## config.mk

```make
export PLATFORM = sky130hd
export DESIGN_NAME = pareto_tourney_sel
export DESIGN_NICKNAME = d
export VERILOG_FILES = /design/src/rtl/ptsel_pkg.sv /design/src/rtl/ptsel_dominance.sv /design/src/rtl/ptsel_judge.sv /design/src/rtl/pareto_tourney_sel.sv
export SDC_FILE = /design/constraint.sdc
export NUM_CORES = 1
export LEC_CHECK = 0
export ABC_AREA = 1
export BUFFER_PORTS_ARGS = -buffer_cell sky130_fd_sc_hd__buf_2
export CAP_MARGIN = 20
export CORE_AREA = 2 2 132 82
export CTS_CLUSTER_DIAMETER = 150
export CTS_CLUSTER_SIZE = 16
export DETAILED_ROUTE_END_ITERATION = 12
export DIE_AREA = 0 0 134 84
export PLACE_DENSITY = 0.78
export SYNTH_ARGS = -nofsm -noshare
export SYNTH_HDL_FRONTEND = slang
export SYNTH_HIERARCHICAL = 1
export SYNTH_SLANG_ARGS = --single-unit
```

## constraint.sdc

```tcl
create_clock -name clk_i -period 2.1 [get_ports clk_i]
set_input_delay 0 -clock clk_i [delete_from_list [all_inputs] [get_ports clk_i]]
set_output_delay 0 -clock clk_i [all_outputs]
set_load 0.01 [all_outputs]
```

## src/rtl/ptsel_pkg.sv

```systemverilog
package ptsel_pkg;
    typedef enum logic {
        ST_IDLE = 1'b0,
        ST_RUN  = 1'b1
    } ptsel_state_e;

    // slot of the main (preferred) objective inside a score vector
    localparam int unsigned QUAL_SLOT = 0;
endpackage

```

## src/rtl/ptsel_dominance.sv

```systemverilog
module ptsel_dominance #(
    parameter int unsigned OBJ_W = 16,
    parameter int unsigned N_OBJ = 3
) (
    input  logic [N_OBJ*OBJ_W-1:0] vec_x_i,
    input  logic [N_OBJ*OBJ_W-1:0] vec_y_i,
    output logic                   x_dom_y_o
);
    logic [N_OBJ-1:0] ge_v;
    logic [N_OBJ-1:0] gt_v;

    for (genvar k = 0; k < N_OBJ; k++) begin : g_obj
        logic [OBJ_W-1:0] sx;
        logic [OBJ_W-1:0] sy;
        assign sx      = vec_x_i[k*OBJ_W +: OBJ_W];
        assign sy      = vec_y_i[k*OBJ_W +: OBJ_W];
        assign ge_v[k] = (sx >= sy);
        assign gt_v[k] = (sx > sy);
    end

    assign x_dom_y_o = (&ge_v) && (|gt_v);
endmodule

```

## src/rtl/ptsel_judge.sv

```systemverilog
module ptsel_judge
    import ptsel_pkg::*;
#(
    parameter int unsigned OBJ_W  = 16,
    parameter int unsigned N_OBJ  = 3,
    parameter int unsigned IDX_W  = 8,
    parameter int unsigned RANK_W = 8
) (
    input  logic [N_OBJ*OBJ_W-1:0] vec_a_i,
    input  logic [N_OBJ*OBJ_W-1:0] vec_b_i,
    input  logic [RANK_W-1:0]      rank_a_i,
    input  logic [RANK_W-1:0]      rank_b_i,
    input  logic [IDX_W-1:0]       idx_a_i,
    input  logic [IDX_W-1:0]       idx_b_i,
    input  logic                   pref_i,
    output logic                   pick_b_o
);
    logic             a_dom;
    logic             b_dom;
    logic [OBJ_W-1:0] qual_a;
    logic [OBJ_W-1:0] qual_b;

    ptsel_dominance #(.OBJ_W(OBJ_W), .N_OBJ(N_OBJ)) u_dom_ab (
        .vec_x_i  (vec_a_i),
        .vec_y_i  (vec_b_i),
        .x_dom_y_o(a_dom)
    );

    ptsel_dominance #(.OBJ_W(OBJ_W), .N_OBJ(N_OBJ)) u_dom_ba (
        .vec_x_i  (vec_b_i),
        .vec_y_i  (vec_a_i),
        .x_dom_y_o(b_dom)
    );

    assign qual_a = vec_a_i[QUAL_SLOT*OBJ_W +: OBJ_W];
    assign qual_b = vec_b_i[QUAL_SLOT*OBJ_W +: OBJ_W];

    always_comb begin
        if (pref_i && (qual_a != qual_b)) begin
            pick_b_o = (qual_b > qual_a);
        end else if (a_dom) begin
            pick_b_o = 1'b0;
        end else if (b_dom) begin
            pick_b_o = 1'b1;
        end else if (rank_a_i != rank_b_i) begin
            pick_b_o = (rank_b_i < rank_a_i);
        end else begin
            pick_b_o = (idx_b_i < idx_a_i);
        end
    end
endmodule

```

## src/rtl/pareto_tourney_sel.sv

```systemverilog
module pareto_tourney_sel
    import ptsel_pkg::*;
#(
    parameter int unsigned OBJ_W  = 16,
    parameter int unsigned N_OBJ  = 3,
    parameter int unsigned IDX_W  = 8,
    parameter int unsigned RANK_W = 8,
    parameter int unsigned ROUNDS = 2
) (
    input  logic                   clk_i,
    input  logic                   rst_ni,
    input  logic                   req_i,
    input  logic                   pref_mode_i,
    input  logic [2*IDX_W-1:0]     rnd_i,
    output logic [IDX_W-1:0]       cand_a_idx_o,
    output logic [IDX_W-1:0]       cand_b_idx_o,
    input  logic [N_OBJ*OBJ_W-1:0] obj_a_i,
    input  logic [N_OBJ*OBJ_W-1:0] obj_b_i,
    input  logic [RANK_W-1:0]      rank_a_i,
    input  logic [RANK_W-1:0]      rank_b_i,
    output logic                   busy_o,
    output logic                   gnt_o,
    output logic [IDX_W-1:0]       parent_idx_o
);
    localparam int unsigned CNT_W    = (ROUNDS > 1) ? $clog2(ROUNDS) : 1;
    localparam logic [CNT_W-1:0] LAST_RND = CNT_W'(ROUNDS - 1);

    typedef struct packed {
        ptsel_state_e     state;
        logic [CNT_W-1:0] round;
        logic [IDX_W-1:0] idx_a;
        logic [IDX_W-1:0] idx_b;
        logic             pref;
        logic [IDX_W-1:0] parent;
        logic             gnt;
    } sel_regs_t;

    sel_regs_t        cur_q;
    sel_regs_t        nxt_d;
    logic             pick_b;
    logic [IDX_W-1:0] winner;
    logic             pref_q;

    ptsel_judge #(
        .OBJ_W (OBJ_W),
        .N_OBJ (N_OBJ),
        .IDX_W (IDX_W),
        .RANK_W(RANK_W)
    ) u_judge (
        .vec_a_i (obj_a_i),
        .vec_b_i (obj_b_i),
        .rank_a_i(rank_a_i),
        .rank_b_i(rank_b_i),
        .idx_a_i (cur_q.idx_a),
        .idx_b_i (cur_q.idx_b),
        .pref_i  (cur_q.pref),
        .pick_b_o(pick_b)
    );

    assign winner = pick_b ? cur_q.idx_b : cur_q.idx_a;

    always_comb begin
        nxt_d     = cur_q;
        nxt_d.gnt = 1'b0;
        case (cur_q.state)
            ST_IDLE: begin
                if (req_i) begin
                    nxt_d.state = ST_RUN;
                    nxt_d.round = '0;
                    nxt_d.pref  = pref_mode_i;
                    nxt_d.idx_a = rnd_i[IDX_W-1:0];
                    nxt_d.idx_b = rnd_i[2*IDX_W-1:IDX_W];
                end
            end
            ST_RUN: begin
                if (cur_q.round == LAST_RND) begin
                    nxt_d.state  = ST_IDLE;
                    nxt_d.parent = winner;
                    nxt_d.gnt    = 1'b1;
                end else begin
                    nxt_d.round = cur_q.round + 1'b1;
                    nxt_d.idx_a = winner;
                    nxt_d.idx_b = rnd_i[2*IDX_W-1:IDX_W];
                end
            end
            default: nxt_d.state = ST_IDLE;
        endcase
    end

    always_ff @(posedge clk_i or negedge rst_ni) begin
        if (!rst_ni) begin
            cur_q <= '{state: ST_IDLE, round: '0, idx_a: '0, idx_b: '0,
                       pref: 1'b0, parent: '0, gnt: 1'b0};
        end else begin
            cur_q <= nxt_d;
        end
    end

    assign pref_q       = cur_q.pref;
    assign cand_a_idx_o = cur_q.idx_a;
    assign cand_b_idx_o = cur_q.idx_b;
    assign busy_o       = (cur_q.state == ST_RUN);
    assign gnt_o        = cur_q.gnt;
    assign parent_idx_o = cur_q.parent;
endmodule

```

Word-level counts from Yosys, hierarchy flattened:

Cells that the tools add are included.

* bits in registers: 28
* bits in latches: 0
* bits in writable memories: 0
* memory bits (read-only): 0
* bits of input ports: 132
* output and inout bits: 26
* logic and storage cells: 48
* memories kept: 0

* $add $sub $neg: 1
* multiply operators: 0
* div/mod/pow operators: 0
* magnitude comparators: 14
* eq/ne operators: 4
* shift operators: 0
* multiplexer cells: 11
* bitwise logic cells: 1
* reduce and logical (&&, ||, !) cells: 10

Operators with widths (count)
* >= comparator 16 bit: 6
* > comparator 16 bit: 6
* one-hot mux 18 bit (2 select lines): 1
* two-way mux 19 bit: 1
* two-way mux 17 bit: 1
* less-than comparator 8 bit: 2
* != test 16 bit: 1
* two-way mux 8 bit: 1
* != test 8 bit: 1
* two-way mux 1 bit: 7
* AND reduction 2 bit: 3
* AND reduction 3 bit: 2
* OR reduction 3 bit: 2
* != test 2 bit, second input constant: 2
* logical AND 1 bit: 3
* adder 1 bit, second input constant: 1
* NOT 1 bit: 1

Depth between registers and ports, before layout:

* depth after elaboration: 9
* mapped depth: 23
* mapped depth without buffers: 22

Cells and area by module:

The synthesis kept the hierarchy.

Modules (own cells, without submodules)
* ptsel_dominance: times used 2, cells each 227, area each 1325.0 um2, sequential area each 0.0 um2
* pareto_tourney_sel: times used 1, cells each 173, area each 1402.6 um2, sequential area each 700.7 um2
* ptsel_judge: times used 1, cells each 148, area each 874.6 um2, sequential area each 0.0 um2

Least setup slack after synthesis:

No wires, ideal clock.

* kind: register to register
* start point: register cur_q, in the netlist cand_a_idx_o[7]
* end point: register cur_q, in the netlist cand_a_idx_o[0]
* setup time: 124 ps
* arrival time: 1649 ps
* data required time: 1976 ps
* path slack: 327 ps
* stages on the path, launching flop included: 16
* path buffers: 1
* period minus slack after synthesis: 1773 ps
* cell sequence: dfrtp_1 > inv_1 > ha_1 > a21oi_1 > nand3_1 > nor2_1 > nand2_1 > nand3_1 > nand2_1 > nand2_1 > buf_2 > inv_1 > nand2_1 > nand2_1 > nand2_1 > nand3_1

* cells in the longest elaborated chain, start to end: 8

RTL lines
* start: declaration: line pareto_tourney_sel.sv:38 `sel_regs_t cur_q;`
* start signal: assignment: line pareto_tourney_sel.sv:92 `cur_q <= '{state: ST_IDLE, round: '0, idx_a: '0, idx_b: '0,`
* start signal: assignment: line pareto_tourney_sel.sv:95 `cur_q <= nxt_d;`
* less-than comparator 8 bit: line ptsel_judge.sv:48 `pick_b_o = (idx_b_i < idx_a_i);`
* two-way mux 1 bit: line ptsel_judge.sv:45 `end else if (rank_a_i != rank_b_i) begin`
* two-way mux 1 bit: line ptsel_judge.sv:43 `end else if (b_dom) begin`
* two-way mux 1 bit: line ptsel_judge.sv:41 `end else if (a_dom) begin`
* two-way mux 1 bit: line ptsel_judge.sv:39 `if (pref_i && (qual_a != qual_b)) begin`
* named net pick_b: line pareto_tourney_sel.sv:40 `logic pick_b;`
* two-way mux 8 bit: line pareto_tourney_sel.sv:60 `assign winner = pick_b ? cur_q.idx_b : cur_q.idx_a;`
* two-way mux 17 bit: line pareto_tourney_sel.sv:76 `if (cur_q.round == LAST_RND) begin`
* one-hot mux 18 bit (2 select lines): line pareto_tourney_sel.sv:65 `case (cur_q.state)`

The timed path passes the listed nets, and every way through them passes these cells. The select of a mux whose other input is x is not followed.
A chain may end at the register's enable or synchronous reset.

Final worst setup path:

* start point: register cur_q, in the netlist cand_b_idx_o[7]
* end point: register cur_q, in the netlist cand_a_idx_o[5]

The elaborated chain is that of the path after synthesis.

==> metrics list <==
- The run finished with clean final reports.
- Reg2Reg Launch Point: cand_b_idx_o[7]
- Synth unique cells: 21
- For this design the total switching power over the nets is 1.81 mW.
- Deepest level of the CTS H-tree: 1
* Global router's overall resource usage: 22.9%
* Combinational cell fraction of total power: 58.3%
* CTS clock-pin slew for the worst setup and hold paths: 0.07 ns
- Post-route minimum period: 1.88 ns
* Switching power share of the total: 46.6%
* Final max-slew violation count: 0
* Number of endpoints failing setup at the final stage: 0
- The total count of hold-check failures in the final report was 0.
* Routed via count: 4959
- Maximum clock frequency: 0.532 GHz
- Routability-driven placement congestion ratio: 0.857
* Core Rows: 29
* Worst clock skew: 0.00859 ns
- Max-cap violations in this run came to 0.
- For flop-to-flop paths, the worst setup slack is 0.22 ns.
- Startpoint Class: register
- For this design the top-level I/O count stands at 158.
- Global route total overflow: 0
- Later-pin clock latency in the skew report: 0.27 ns
* Synthesized instance count: 775
- The clock passes through at most 2 buffers.
- The die covers 11300 µm².
- Setup repair after global routing left no endpoint under its margin.
- First-pass iteration count of the detailed router: 5
* Effective utilization at floorplan: 48.3%
* Number of DRC markers after the initial detailed-route iteration: 251
- Drc violations: 0
- Yosys top cell by area: sky130_fd_sc_hd__ha_1
* Flops & latches, synth: 28
- Width of the die: 134 µm
- In the routed layout, each cell is associated on average with a via count of 4.63.
* Synthesis-to-finish area growth: 21.6%
* TritonCTS clock tree: yes
* Period Utilization, post-route: 89.5%
- Share of post-route cells with drive strength above 1: 19.6%
- Worst relative slew slack: 57.6%
* Worst voltage drop across the vdd grid: 0.000538 V
- Clock power frac: 14.7%
* Leading post-synthesis cells by cell area: sky130_fd_sc_hd__ha_1 32%, sky130_fd_sc_hd__nand2_1 19%, sky130_fd_sc_hd__dfrtp_1 14%
- Pin count of the biggest net entering global routing: 29
* Slew at the pin with the worst max-slew slack: 0.635 ns
* Worst hold-check path type: input pin to async pin
- Total power divided by cell area: 649 nW/µm²
- CTS placed an instance of sky130_fd_sc_hd__clkbuf_16 at the clock tree root.
- STA puts the critical path data arrival time at 2.08 ns.
- Area of the core region: 10200 µm²
- Setup Total Neg Slack: 0 ns
- The worst setup path is captured at a register.
- The first global-routing pass estimated 21300 µm of wire.
- Die extent in y: 84 µm
- Number of global-route vias before repair: 4648
- Measured in cells, the most critical reg-to-reg path has a length of 13.
* Sequential Power Share: 26.9%
- Once detail routing completed, the nets flagged for antenna violations numbered 0.
- Lkg Pwr: 4.01 nW
- Required time reported for the critical path endpoint: 2.30 ns
- Summed over all layers, the routed wires come to 12600 µm.
* Fraction of the yosys area taken by sequential cells: 14.2%
- The worst register-to-register path ends at cand_a_idx_o[5].
- At the end of the flow the core is filled with cells to 58.8%.
- Mean instance size in the synthesized netlist: 6.36 µm²
* Synth Net Count: 1034
- The share of synthesized area in the top cell type comes to 32.2%.
- Count of input and output buffers: 157
- The initial antenna violation count was 1.
- Number of warnings printed during yosys synthesis: 6
- Clock tree sinks: 28
* Post-synthesis cell area: 4930 µm²
- WL per Instance: 11.7 µm
- In this run the worst path has a maximum fanout of 8.
- Buffers inserted during clock tree synthesis total 3.
- Post-layout nets: 1190
* Cell-internal power: 2.08 mW
* HPWL after DPL: 10700 µm
- Crit path kind: register to register
==> stage by stage <==
stage	setup WS (ns)	power, mW	cells	area (µm²)	hold slack, ns
floorplan	0.327	2.73	775	4930	-0.296
global placement	0.128	3.19	1045	5690	0.0466
detailed placement	0.0702	3.25	1045	5690	0.0564
CTS	0.207	3.85	1068	5980	0.305
global route	0.00498	4.32	1070	5990	0.342
finish	0.220	3.89	1070	5990	0.301
==> sequential cells by signal, indices dropped and copies added, names as in the netlist <==
register      flops
busy_o            1
cand_a_idx_o      8
cand_b_idx_o      8
cur_q             1
gnt_o             1
parent_idx_o      8
pref_q            1
==> cell type report <==
class	instances	area, µm²
Inverter	186	698
Clock inverter	1	30.0
Sequential cell	28	701
Fill cell	989	4200
Timing Repair Buffer	178	991
Tap cell	139	174
Clock buffer	3	75.1
Antenna cell	1	2.50
Multi-Input combinational cell	534	3320
==> worst max path at each step <==
stage,start,slack [ns],cells after the start,end
5_1_grt,cand_b_idx_o[7],0.005,13,cand_a_idx_o[7]
2_1_floorplan,cand_a_idx_o[7],0.33,15,cand_a_idx_o[0]
3_5_place_dp,obj_a_i[47],0.07,19,cand_a_idx_o[5]
4_1_cts,cand_a_idx_o[7],0.21,14,cand_a_idx_o[5]
3_3_place_gp,obj_a_i[47],0.13,19,cand_a_idx_o[4]
6_report,cand_b_idx_o[7],0.22,13,cand_a_idx_o[5]
==> per-layer routing <==
metal,wire length (µm),track usage [%],up-vias
met5,0,0,-
met4,114,2.90,0
met3,871,3.28,8
met2,5020,35.5,155
met1,6550,34.3,2116
li1,-,-,2680
==> what timing repair did <==
| item | CTS | global route |
|---|---|---|
| hold buffers | 19 | 0 |
| hold endpoints to repair | 46 | 0 |
| buffers inserted | 0 | 1 |
| setup endpoints to repair | 0 | 12 |
| resized for setup | 0 | 1 |
==> layout by cell type (no fill, tap or decap), drive strengths merged, types with 3 or more instances in the layout <==
cell         count
nor2            48
a21oi           54
dlygate4sd3     19
nand4            8
buf            159
nand2          248
inv            186
o21ai           14
ha             127
o21bai           3
dfrtp           28
clkbuf           3
nand3           27
==> cell usage after synthesis <==
master and number:
sky130_fd_sc_hd__nor2_1 39, sky130_fd_sc_hd__a21oi_1 54, sky130_fd_sc_hd__nand2_2 3, sky130_fd_sc_hd__o21a_1 1
sky130_fd_sc_hd__o21bai_1 3, sky130_fd_sc_hd__buf_6 2, sky130_fd_sc_hd__o21ai_0 14, sky130_fd_sc_hd__inv_1 182
sky130_fd_sc_hd__nand4_1 8, sky130_fd_sc_hd__nand3_1 26, sky130_fd_sc_hd__and2_1 2, sky130_fd_sc_hd__nand2_1 244
sky130_fd_sc_hd__inv_2 4, sky130_fd_sc_hd__nor2_2 9, sky130_fd_sc_hd__nand2_4 1, sky130_fd_sc_hd__buf_4 24
sky130_fd_sc_hd__buf_2 1, sky130_fd_sc_hd__nor3_1 2, sky130_fd_sc_hd__dfrtp_1 28, sky130_fd_sc_hd__ha_1 127
sky130_fd_sc_hd__nand3_2 1
==> power by group through the flow <==
| stage | combinational, mW | clock [mW] | sequential [mW] |
|---|---|---|---|
| floorplan | 1.74 | 0 | 0.988 |
| finish | 2.27 | 0.572 | 1.05 |
| detailed placement | 2.20 | 0 | 1.05 |
| global placement | 2.14 | 0 | 1.05 |
| global route | 2.63 | 0.608 | 1.08 |
| CTS | 2.23 | 0.578 | 1.05 |
==> logic make-up (layout without fill, tap and decap cells) <==
group	Yosys count	after routing	synth area share, %
AND/OR/NAND/NOR	335	335	27.6
buffers and inverters	213	368	18.4
adder cells (fa/ha/maj)	127	127	32.2
AO/OA/AOI/OAI	72	72	7.52
flip-flops	28	28	14.2
other	0	1	0
==> worst max-delay path, stage by stage (launching register included) <==
cell and delay, ns:
sky130_fd_sc_hd__dfrtp_1 0.44, sky130_fd_sc_hd__ha_1 0.32, sky130_fd_sc_hd__a21oi_1 0.15, sky130_fd_sc_hd__nand3_1 0.08, sky130_fd_sc_hd__nor2_1 0.10, sky130_fd_sc_hd__nand2_1 0.07
sky130_fd_sc_hd__nand3_1 0.07, sky130_fd_sc_hd__nand2_1 0.05, sky130_fd_sc_hd__nand2_1 0.09, sky130_fd_sc_hd__buf_4 0.19, sky130_fd_sc_hd__nand2_1 0.06, sky130_fd_sc_hd__nand2_1 0.08
sky130_fd_sc_hd__nand2_1 0.06, sky130_fd_sc_hd__nand3_1 0.07
Power figures use the tool's default switching activity.
